`config.mk`:
```
export PLATFORM = sky130hd
export DESIGN_NAME = flow_hash_gen
export DESIGN_NICKNAME = d
export VERILOG_FILES = /design/src/rtl/flow_hash_pkg.sv /design/src/rtl/flow_seed_sel.sv /design/src/rtl/flow_hash_mix.sv /design/src/rtl/flow_hash_gen.sv
export SDC_FILE = /design/constraint.sdc
export NUM_CORES = 1
export LEC_CHECK = 0
export BUFFER_PORTS_ARGS = -buffer_cell sky130_fd_sc_hd__buf_2
export CAP_MARGIN = 5
export CORE_ASPECT_RATIO = 1.1
export CORE_MARGIN = 2
export CORE_UTILIZATION = 26
export CTS_CLUSTER_SIZE = 16
export DETAILED_ROUTE_END_ITERATION = 6
export HOLD_SLACK_MARGIN = 0.15
export PLACE_DENSITY = 0.62
export RECOVER_POWER = 50
export SYNTH_ARGS = -nofsm -noshare
export SYNTH_HDL_FRONTEND = slang
export SYNTH_SLANG_ARGS = --single-unit
```
`constraint.sdc`:
```
create_clock -name clk_i -period 0.8 [get_ports clk_i]
set_input_delay 0.24 -clock clk_i [delete_from_list [all_inputs] [get_ports clk_i]]
set_output_delay 0.24 -clock clk_i [all_outputs]
set_load 0.01 [all_outputs]
```
`src/rtl/flow_hash_pkg.sv`:
```
package flow_hash_pkg;
  localparam int unsigned WORD_W      = 32;
  localparam int unsigned TUPLE_WORDS = 9;
  localparam int unsigned TUPLE_W     = WORD_W * TUPLE_WORDS;
  localparam int unsigned TYPE_W      = 3;

  typedef enum logic [TYPE_W-1:0] {
    PT_V4_NAPT  = 3'd0,
    PT_V4_ROUTE = 3'd1,
    PT_L2_BRIDGE = 3'd2,
    PT_V4_TUNNEL = 3'd3,
    PT_V6_3T    = 3'd4,
    PT_V6_5T    = 3'd5,
    PT_RSV6     = 3'd6,
    PT_V6_TUNNEL = 3'd7
  } pkt_type_e;

  typedef enum logic [1:0] {
    SC_NONE = 2'd0,
    SC_L2   = 2'd1,
    SC_V4   = 2'd2,
    SC_V6   = 2'd3
  } seed_class_e;

  typedef logic [TUPLE_WORDS-1:0][WORD_W-1:0] tuple_words_t;

  typedef struct packed {
    logic [WORD_W-1:0] a;
    logic [WORD_W-1:0] b;
    logic [WORD_W-1:0] c;
  } seeds_t;

  function automatic seed_class_e class_of(input logic [TYPE_W-1:0] t);
    case (t)
      PT_V4_NAPT, PT_V4_ROUTE: return SC_V4;
      PT_L2_BRIDGE:            return SC_L2;
      PT_V6_3T, PT_V6_5T:      return SC_V6;
      default:                 return SC_NONE;
    endcase
  endfunction
endpackage

```
`src/rtl/flow_seed_sel.sv`:
```
module flow_seed_sel
  import flow_hash_pkg::*;
(
  input  logic [TYPE_W-1:0]  type_i,
  input  logic [TUPLE_W-1:0] tuple_i,
  output seeds_t             seeds_o,
  output logic               supported_o
);
  tuple_words_t w;
  seeds_t       s_l2, s_v4, s_v6;
  seed_class_e  cls;

  assign w   = tuple_i;
  assign cls = class_of(type_i);

  // bridged: fold the two MAC addresses into three words
  always_comb begin
    s_l2.a = w[1] ^ {w[0][15:0], 16'h0000};
    s_l2.b = {16'h0000, w[0][31:16]} ^ w[3];
    s_l2.c = w[2];
  end

  always_comb begin
    s_v4.a = w[2];
    s_v4.b = w[1];
    s_v4.c = w[0];
  end

  // ipv6: src words 0..3, dst words 4..7, ports word 8
  always_comb begin
    s_v6.a = w[3] ^ w[7] ^ w[8];
    s_v6.b = w[2] ^ w[6] ^ w[4];
    s_v6.c = w[1] ^ w[5] ^ w[0];
  end

  always_comb begin
    unique case (cls)
      SC_L2:   seeds_o = s_l2;
      SC_V4:   seeds_o = s_v4;
      SC_V6:   seeds_o = s_v6;
      default: seeds_o = '0;
    endcase
    supported_o = (cls != SC_NONE);
  end
endmodule

```
`src/rtl/flow_hash_mix.sv`:
```
module flow_hash_mix
  import flow_hash_pkg::*;
#(
  parameter int unsigned IDX_W = 14
) (
  input  seeds_t           seeds_i,
  output logic [IDX_W-1:0] index_o
);
  localparam int unsigned ROT = 8;
  localparam int unsigned FOLD = WORD_W / 2;

  logic [WORD_W-1:0] choose, rotated, mixed, folded;
  logic [WORD_W:0]   shifted;

  always_comb begin
    choose  = (seeds_i.a & seeds_i.b) | (~seeds_i.a & seeds_i.c);
    rotated = {choose[WORD_W-ROT-1:0], choose[WORD_W-1:WORD_W-ROT]};
    mixed   = rotated ^ seeds_i.a ^ seeds_i.b ^ seeds_i.c;
    folded  = mixed ^ (mixed >> FOLD);
    shifted = {folded, 1'b0};
  end

  generate
    if (IDX_W <= WORD_W + 1) begin : g_fit
      assign index_o = shifted[IDX_W-1:0];
    end else begin : g_wide
      assign index_o = {{(IDX_W-WORD_W-1){1'b0}}, shifted};
    end
  endgenerate
endmodule

```
`src/rtl/flow_hash_gen.sv`:
```
module flow_hash_gen
  import flow_hash_pkg::*;
#(
  parameter int unsigned DEPTH = 16384,
  localparam int unsigned IDX_W = $clog2(DEPTH)
) (
  input  logic                clk_i,
  input  logic                rst_ni,
  input  logic                valid_i,
  input  logic [TYPE_W-1:0]   type_i,
  input  logic [TUPLE_W-1:0]  tuple_i,
  output logic                valid_o,
  output logic [IDX_W-1:0]    index_o,
  output logic [IDX_W-2:0]    bucket_o,
  output logic                err_o
);
  localparam logic [IDX_W-1:0] IDX_MASK = IDX_W'(DEPTH - 1);

  seeds_t           seeds;
  logic             supported;
  logic [IDX_W-1:0] hash_idx, next_idx;

  flow_seed_sel u_seed (
    .type_i      (type_i),
    .tuple_i     (tuple_i),
    .seeds_o     (seeds),
    .supported_o (supported)
  );

  flow_hash_mix #(.IDX_W(IDX_W)) u_mix (
    .seeds_i (seeds),
    .index_o (hash_idx)
  );

  assign next_idx = supported ? hash_idx : IDX_MASK;

  always_ff @(posedge clk_i or negedge rst_ni) begin
    if (!rst_ni) begin
      valid_o <= 1'b0;
      index_o <= '0;
      err_o   <= 1'b0;
    end else begin
      valid_o <= valid_i;
      if (valid_i) begin
        index_o <= next_idx;
        err_o   <= ~supported;
      end
    end
  end

  assign bucket_o = index_o[IDX_W-1:1];
endmodule

```
==> results of run 1 <==
[registers in the layout, indices dropped and copies added (netlist names)]
name / count
valid_o: 1
index_o: 14
[layout make-up]
cell class	count	area, um^2	share of cell area (%)
Multi-Input combinational cell	618	5380	56.7
Timing Repair Buffer	495	3250	34.3
Sequential cell	15	380	4.01
Tap cell	295	369	3.89
Clock buffer	3	75.1	0.791
Inverter	3	23.8	0.250
Clock inverter	1	5.00	0.0527
Antenna cell	2	5.00	0.0527
[timing repair]
item                                    in CTS  in global routing
setup buffers                                9                  3
pin swaps                                   37                 23
gates resized for setup                     78                 23
cloned                                       4                  0
endpoints found under the hold margin       15                 15
endpoints found under the setup margin      43                 43
[worst paths after layout]
kind / from / to / slack, ps / cells past startpoint
min in group clk_i: valid_i / index_o[1] / 350 / 2
setup reg to reg: index_o[8] / index_o[8] / -30 / 2
hold / removal: rst_ni / index_o[1] / -60 / 1
max in group asynchronous: rst_ni / index_o[6] / 510 / 1
setup / recovery: type_i[1] / index_o[13] / -1070 / 11
hold reg to reg: index_o[2] / index_o[2] / 540 / 1
[per-layer routing]
metal	share of wire, %	up-vias	wire [um]
met2	53	226	11800
li1	-	3391	-
met3	4.3	29	960
met5	0	-	0
met1	40	3131	9010
met4	2.6	0	591
[cells by family after synthesis]
family	Yosys count	share of synthesized area, %
compound gates	193	25.1
xor+xnor	272	44.5
buf+inv	59	6.80
flops	15	6.52
mux	43	7.49
simple gates	109	9.58
[worst register-to-register path: cells and delay by family, from the launching register on]
kind	cells	cell delay [ps]
AO/OA/AOI/OAI	1	180
buffers and inverters	1	140
flip-flops	1	400
[cell usage in the layout, fill, tap and decap left out, drive strengths merged, types with 3 or more instances in the layout]
cell	netlist	layout
a21boi	3	3
a21oi	26	26
a221o	3	3
a221oi	20	20
a22o	11	11
a22oi	40	40
a31o	13	13
a31oi	9	9
buf	49	493
clkbuf	7	4
dfrtp	15	15
mux2i	42	42
nand2	16	17
nand3	16	16
nor2	25	25
nor2b	16	16
nor3	14	14
nor3b	3	3
o21ai	13	13
o22a	13	13
o22ai	30	30
o31ai	4	4
or3	16	16
xnor2	180	180
xnor3	11	11
xor2	80	80
[power groups by stage]
stage               logic, W  registers, W  clock network [W]
global route         0.00955       0.00157            0.00115
finish               0.00877       0.00153            0.00108
floorplan            0.00523       0.00145                  0
CTS                  0.00872       0.00155            0.00112
global placement     0.00806       0.00150                  0
detailed placement   0.00814       0.00151                  0
[per-stage QoR]
| step | utilization (%) | setup TNS [ps] |
|---|---|---|
| floorplan | - | -14320 |
| global route | 43.4 | -23270 |
| detailed placement | 40.2 | -19290 |
| CTS | 42.9 | -21640 |
| finish | 43.4 | -21030 |
| global placement | 40.2 | -18750 |
==> summary.txt, run 1 <==
Clock tree
  – Clk pin slew, worst setup/hold paths: approximately 60 ps
  – CTS buffer count: 3
  – Clk_lat worst skew: approximately 250 ps
  – CTS tree: yes
  – CTS H-tree depth: 1
  – Clk sink count: 15
  – Clk buf depth: 2
  – CTS Root Cell: clkbuf_16

Logic synthesis
  – Synth area leader: xnor2_1
  – Synth top area cells: xnor2_1 (27%), xor2_1 (12%), mux2i_1 (7.3%), dfrtp_1 (6.5%), a22oi_1 (4.7%)
  – Distinct cell type count after synthesis: between 50 and 60
  – Cell area after synthesis: 5760 um^2
  – Post-Syn Nets: between 900 and 1000
  – FFs w/ async S/R, synth: 100%
  – Yosys top cell area share: between 20 and 30%
  – Post-synth EDFFs: 0
  – Register area share after synthesis: around 6.5%
  – Synth warnings: 0
  – Synth Flop Type: dfrtp_1
  – Top post-synthesis cells by count: xnor2_1 (178), xor2_1 (80), mux2i_1 (42)
  – Count leader, synth: xnor2_1
  – Number of synthesized register bits: 15
  – Cell count after synthesis: around 690
  – Syn_area_per_cell: approximately 8.3 um^2

Final layout
  – Area Growth Syn to Fin: 64.8%
  – Share of cells above drive strength 1: between 50% and 60%
  – Final Non-Filler Cells: between 1000 and 1500
  – Nets: roughly 1400
  – Fillers: 2236
  – Cell area after layout: around 9500 um^2

Timing
  – Rel. slew slack: 67.5%
  – Final setup fails: between 40 and 50
  – Worst hold margin: -64.4 ps
  – Final number of hold-violating endpoints: 15
  – RSZ-0062 raised after global routing: yes
  – Tightest Pin Transition: around 500 ps
  – Final min period: roughly 1900 ps
  – Fin Clk Skew: 0 ps
  – Max Fclk: 535 MHz
  – Final worst slack: -1070 ps
  – Max Transition Viols Final: 0
  – Tcrit/Tclk final: 234%

Worst setup path
  – Worst Setup End Kind: flop
  – Max stage delay on crit path: 220 ps
  – CP top delay family: XOR/XNOR gates
  – CP Launch Type: primary input
  – CP bufs+invs: 3
  – Crit-path slowest cell: nor2b_4
  – Crit path max fanout: 26
  – Worst EP arrival: a little over 2000 ps
  – Critical-path cell list: buf_12 > nor2b_4 > buf_12 > a22oi_1 > o22a_1 > buf_4 > mux2i_2 > xnor2_1 > xor2_1 > xnor2_1 > o22a_1
  – Crit path required time: 950 ps
  – Setup CP Type: primary input to flop

Route
  – Post-route DRC: 0
  – Drt initial violations: 184
  – Drt total wl: 22400 um
  – Post-route ant nets: 0
  – Drt pass-1 iters: 5
  – DR WL/cell: roughly 16 um
  – Vias: around 6800
  – Vias per Instance: approximately 4.7

Pwr
  – Peak supply drop: 0.564 mV
  – Net Sw Frac: between 40% and 50%
  – Pwr Total: approximately 0.011 W
  – Psw: ~0.0047 W
  – P per Cell Area: about 1200 nW/um^2
  – Flop pwr share: between 10 and 15%
  – Clock power frac: a little under a tenth
  – Leak Pwr: approximately 4.3 nW
  – P_int: about 0.0067 W
  – Logic pwr share: between 70 and 80%

Global route
  – Global-route wire length before repair: about 35000 um
  – Initial antenna violation count: 2
  – Gr ovfl total: 0
  – M1 GR Usage: a little over a fifth
  – GR Layer Usage met2: a little over a third
  – Most Used Layer, Global Route: met2
  – Largest net degree at the start of global routing: 27
  – Vias in the first global route: between 7000 and 8000
  – Gr usage total: between 10% and 20%
  – Global routing usage on met3: under 10%

Placed design
  – Port bufs: 322
  – Dpl cell area: just under 9000 um^2
  – GP Congestion: approximately 0.8
  – Cells after DPL: between 1000 and 1500
  – DP Worst Slack: -1470 ps
  – HPWL after DPL: about 19000 um

Floorplanning
  – Die width: around 150 um
  – Full die area: ~23000 um^2
  – Initial core utilization: 26.3%
  – I/O pin total: around 320
  – Row Count: 57
  – Die height: around 160 um
  – Core area: approximately 22000 um^2

Job
  – Maximum capacitance violations: 0

Run status
  – Failing checks: hold timing, setup timing
  – Outcome: finished with violations

Hold path
  – Worst Hold Class: primary input to async pin
Power figures use the tool's default switching activity.
==> run 2, diff against run 1 <==
--- a/config.mk
+++ b/config.mk
@@ -5,6 +5,7 @@
 export SDC_FILE = /design/constraint.sdc
 export NUM_CORES = 1
 export LEC_CHECK = 0
+export ABC_AREA = 1
 export BUFFER_PORTS_ARGS = -buffer_cell sky130_fd_sc_hd__buf_2
 export CAP_MARGIN = 5
 export CORE_ASPECT_RATIO = 1.1
@@ -13,8 +14,9 @@
 export CTS_CLUSTER_SIZE = 16
 export DETAILED_ROUTE_END_ITERATION = 6
 export HOLD_SLACK_MARGIN = 0.15
-export PLACE_DENSITY = 0.62
+export PLACE_DENSITY = 0.58
 export RECOVER_POWER = 50
 export SYNTH_ARGS = -nofsm -noshare
 export SYNTH_HDL_FRONTEND = slang
 export SYNTH_SLANG_ARGS = --single-unit
+export TNS_END_PERCENT = 1
==> run 2 against run 1 <==
  * Global-route usage about the same
  * Combinational power down 8.2%
  * Register-to-register slack worse by 140 ps
  * Clock skew unchanged
  * The run still ends with hold timing, setup timing left
  * Maximum frequency up 8.2%
  * Critical path depth up 9
  * Synthesized area up 46%
  * Clock power up 6%
  * Highest routed layer is now met5
  * Sequential power down 29%
  * Clock-buffer cell count unchanged
  * Via count up 80%
==> summary.txt, run 2 <==
Worst setup path
  – RR Startpoint: index_o[8]
  – Crit path max fanout: 7 (-73%)
  – Max stage delay on crit path: 170 ps (-50 ps)
  – Cells on worst reg2reg path: 3 (+1)
  – CP bufs+invs: 7 (+4)
  – Critical-path cell list: buf_8 > inv_8 > nand2_8 > nor2_8 > buf_12 > buf_12 > buf_16 > nand2_1 > o21ai_1 > inv_1 > nand2_2 > nand2_2 > nand2_1 > nand2_1 > nand3b_1 > nand2_1 > nand2_1 > nand3_1 > nand2_1 > inv_1
  – Worst Setup End Kind: flop
  – Worst EP arrival: 1890 ps (-130 ps)
  – Setup CP Type: primary input to flop
  – Most used cell, CP: nand2_1
  – Reg2reg end: index_o[8]
  – CP top delay family: simple AND/OR/NAND/NOR gates
  – Crit path required time: 960 ps (about the same)
  – Crit-path slowest cell: nor2_8
  – R2R Setup Slk: -170 ps (-140 ps)
  – CP Launch Type: primary input

Hold path
  – Worst Hold Class: primary input to async pin

Route
  – Vias: 12200 (+80%)
  – Drt total wl: 32700 um (+46%)
  – Vias per Instance: 4.56 (-3.7%)
  – Post-route ant nets: 0 (unchanged)
  – Post-route DRC: 0 (unchanged)
  – Drt initial violations: 537 (+190%)
  – Drt pass-1 iters: 7 (+2)
  – DR WL/cell: 12.2 um (-22%)

Global route
  – Vias in the first global route: 10900 (+54%)
  – Initial antenna violation count: 3 (+1)
  – Global-route wire length before repair: 51100 um (+45%)
  – Largest net degree at the start of global routing: 34 (+26%)
  – Gr usage total: 18.6% (+0.020 points)
  – Gr ovfl total: 0 (unchanged)

Final layout
  – Cell area after layout: 12200 um^2 (+29%)
  – Share of cells above drive strength 1: 26.6% (-25 points)
  – Most flops, register: index_o
  – Final Non-Filler Cells: 2678 (+87%)
  – Final Util: 38.0% (-5.3 points)
  – Largest register FFs: 14 (unchanged)
  – Nets: 2546 (+78%)
  – Area Growth Syn to Fin: 45.3%
  – Top Registers: index_o: 14 flops, valid_o: 1 flops
  – Most common cell after layout, fill and taps aside: nand2_1
  – Commonest non-fill, non-tap cells in the layout: nand2_1 (774), inv_1 (355), buf_2 (306)

Timing
  – Tcrit/Tclk final: 216% (-18 points)
  – Final setup fails: 43 (unchanged)
  – Setup TNS Final: -20040 ps (+994 ps)
  – Max Fclk: 578 MHz (+8.2%)
  – RSZ-0062 raised after global routing: yes
  – Rel. slew slack: 62.0% (-5.5 points)
  – Final worst slack: -929 ps (+141 ps)
  – Fin Clk Skew: 0 ps (unchanged)
  – Final min period: 1730 ps (-141 ps)
  – Final number of hold-violating endpoints: 15 (unchanged)
  – Worst hold margin: -43.7 ps (+20.7 ps)
  – Max Transition Viols Final: 0 (unchanged)
  – Tightest Pin Transition: 570 ps (+82.3 ps)

Clock tree
  – CTS buffer count: 3 (unchanged)
  – Clk sink count: 15 (unchanged)
  – CTS Root Cell: clkbuf_16
  – Clk pin slew, worst setup/hold paths: 70 ps (about the same)
  – Clk buf depth: 2 (unchanged)
  – CTS tree: yes
  – CTS H-tree depth: 1 (unchanged)
  – Clk_lat worst skew: 260 ps (about the same)

Logic synthesis
  – Synth Flop Type: dfrtp_1
  – Cell count after synthesis: 1835 (+170%)
  – Syn_area_per_cell: 4.58 um^2 (-45%)
  – Post-Syn Nets: 2129 (+120%)
  – Distinct cell type count after synthesis: 31 (-40%)
  – Synth top area cells: nand2_1 (36%), nand3_1 (16%), inv_1 (16%), nand4_1 (5.6%), dfrtp_1 (4.5%)
  – Top post-synthesis cells by count: nand2_1 (817), inv_1 (356), nand3_1 (277)
  – Number of synthesized register bits: 15 (unchanged)
  – Post-synth EDFFs: 0 (unchanged)
  – FFs w/ async S/R, synth: 100% (unchanged)
  – Synth area leader: nand2_1
  – Synth warnings: 0 (unchanged)
  – Register area share after synthesis: 4.46% (-2.1 points)
  – Yosys top cell area share: 36.5% (+9.4 points)
  – Cell area after synthesis: 8410 um^2 (+46%)
  – Count leader, synth: nand2_1

Job
  – Maximum capacitance violations: 0 (unchanged)

Floorplanning
  – Full die area: 33800 um^2 (+45%)
  – Row Count: 69 (+21%)
  – I/O pin total: 323 (unchanged)
  – Initial core utilization: 26.2% (-0.13 points)
  – Die width: 175 um (+20%)
  – Core area: 32100 um^2 (+47%)
  – Die height: 193 um (+20%)

Placed design
  – GP Congestion: 0.837 (+5.1%)
  – Cells after DPL: 2653 (+88%)
  – HPWL after DPL: 26600 um (+43%)
  – Dpl cell area: 11300 um^2 (+29%)
  – Port bufs: 322 (unchanged)

Pwr
  – Peak supply drop: 0.690 mV (+22%)
  – P per Cell Area: 842 nW/um^2 (-30%)
  – Leak Pwr: 7.91 nW (+85%)

Run status
  – Failing checks: hold timing, setup timing
  – Outcome: finished with violations
==> run 2: cell types whose count changed in the layout (fill, tap and decap cells not counted), sizes merged, moves of 30 or more <==
cell   previous run  this run
nand3            16       281
nand4             0        75
o22ai            30         0
mux2i            42         0
a22oi            40         0
nand2            17       820
xnor2           180        20
nor2             25        83
inv               2       366
xor2             80        28
==> run 2: metal layers <==
layer  wire, um  up-vias  GRT usage (%)
met2      15800      369           34.0
met5         13        -              0
met3       2260       41           3.13
met1      14200     5339           22.8
met4        494        2           3.62
li1           -     6452              -
==> run 2: what timing repair did <==
action | CTS | global route
gates resized for setup | 77 | 32
setup endpoints to repair | 43 | 43
pin swaps | 26 | 15
hold endpoints to repair | 15 | 15
buffers inserted | 10 | 1
gates cloned | 8 | 1
==> run 2: how the worst max path moves through the flow <==
stage,depth (start not counted),slack [ps],to,from
detailed placement,17,-1270,index_o[4],type_i[1]
CTS,18,-880,index_o[13],type_i[1]
global route,20,-1090,index_o[3],type_i[0]
global placement,19,-1240,index_o[4],type_i[1]
finish,20,-930,index_o[3],type_i[0]
floorplan,19,-820,index_o[11],type_i[1]
==> run 2: power by group <==
group	leakage, nW	switching, W	internal, W
clock network	0.0409	0.000467	0.000675
registers	0.158	0.000172	0.000919
logic	7.71	0.00449	0.00357
==> run 2: kinds of logic (layout without fill, tap and decap cells) <==
| group | Yosys count | after routing | share of synthesized area, % |
|---|---|---|---|
| xor+xnor | 48 | 48 | 5.00 |
| compound gates | 53 | 53 | 3.32 |
| simple gates | 1294 | 1294 | 66.1 |
| other cells | 0 | 1 | 0 |
| buf+inv | 425 | 841 | 21.1 |
| flops | 15 | 15 | 4.46 |
==> run 2: final cells by class <==
cell class	instances	area (um^2)
Fill cell	3596	19900
Multi-Input combinational cell	1395	6550
Inverter	366	1390
Clock buffer	3	75.1
Tap cell	426	533
Clock inverter	1	5.00
Sequential cell	15	378
Timing Repair Buffer	471	3290
Antenna cell	1	2.50
==> run 2: metrics by stage <==
| stage | setup WS [ps] | total power, W |
|---|---|---|
| global placement | -1240 | 0.00824 |
| global route | -1090 | 0.0115 |
| finish | -929 | 0.0103 |
| floorplan | -820 | 0.00568 |
| CTS | -882 | 0.0102 |
| detailed placement | -1270 | 0.00842 |
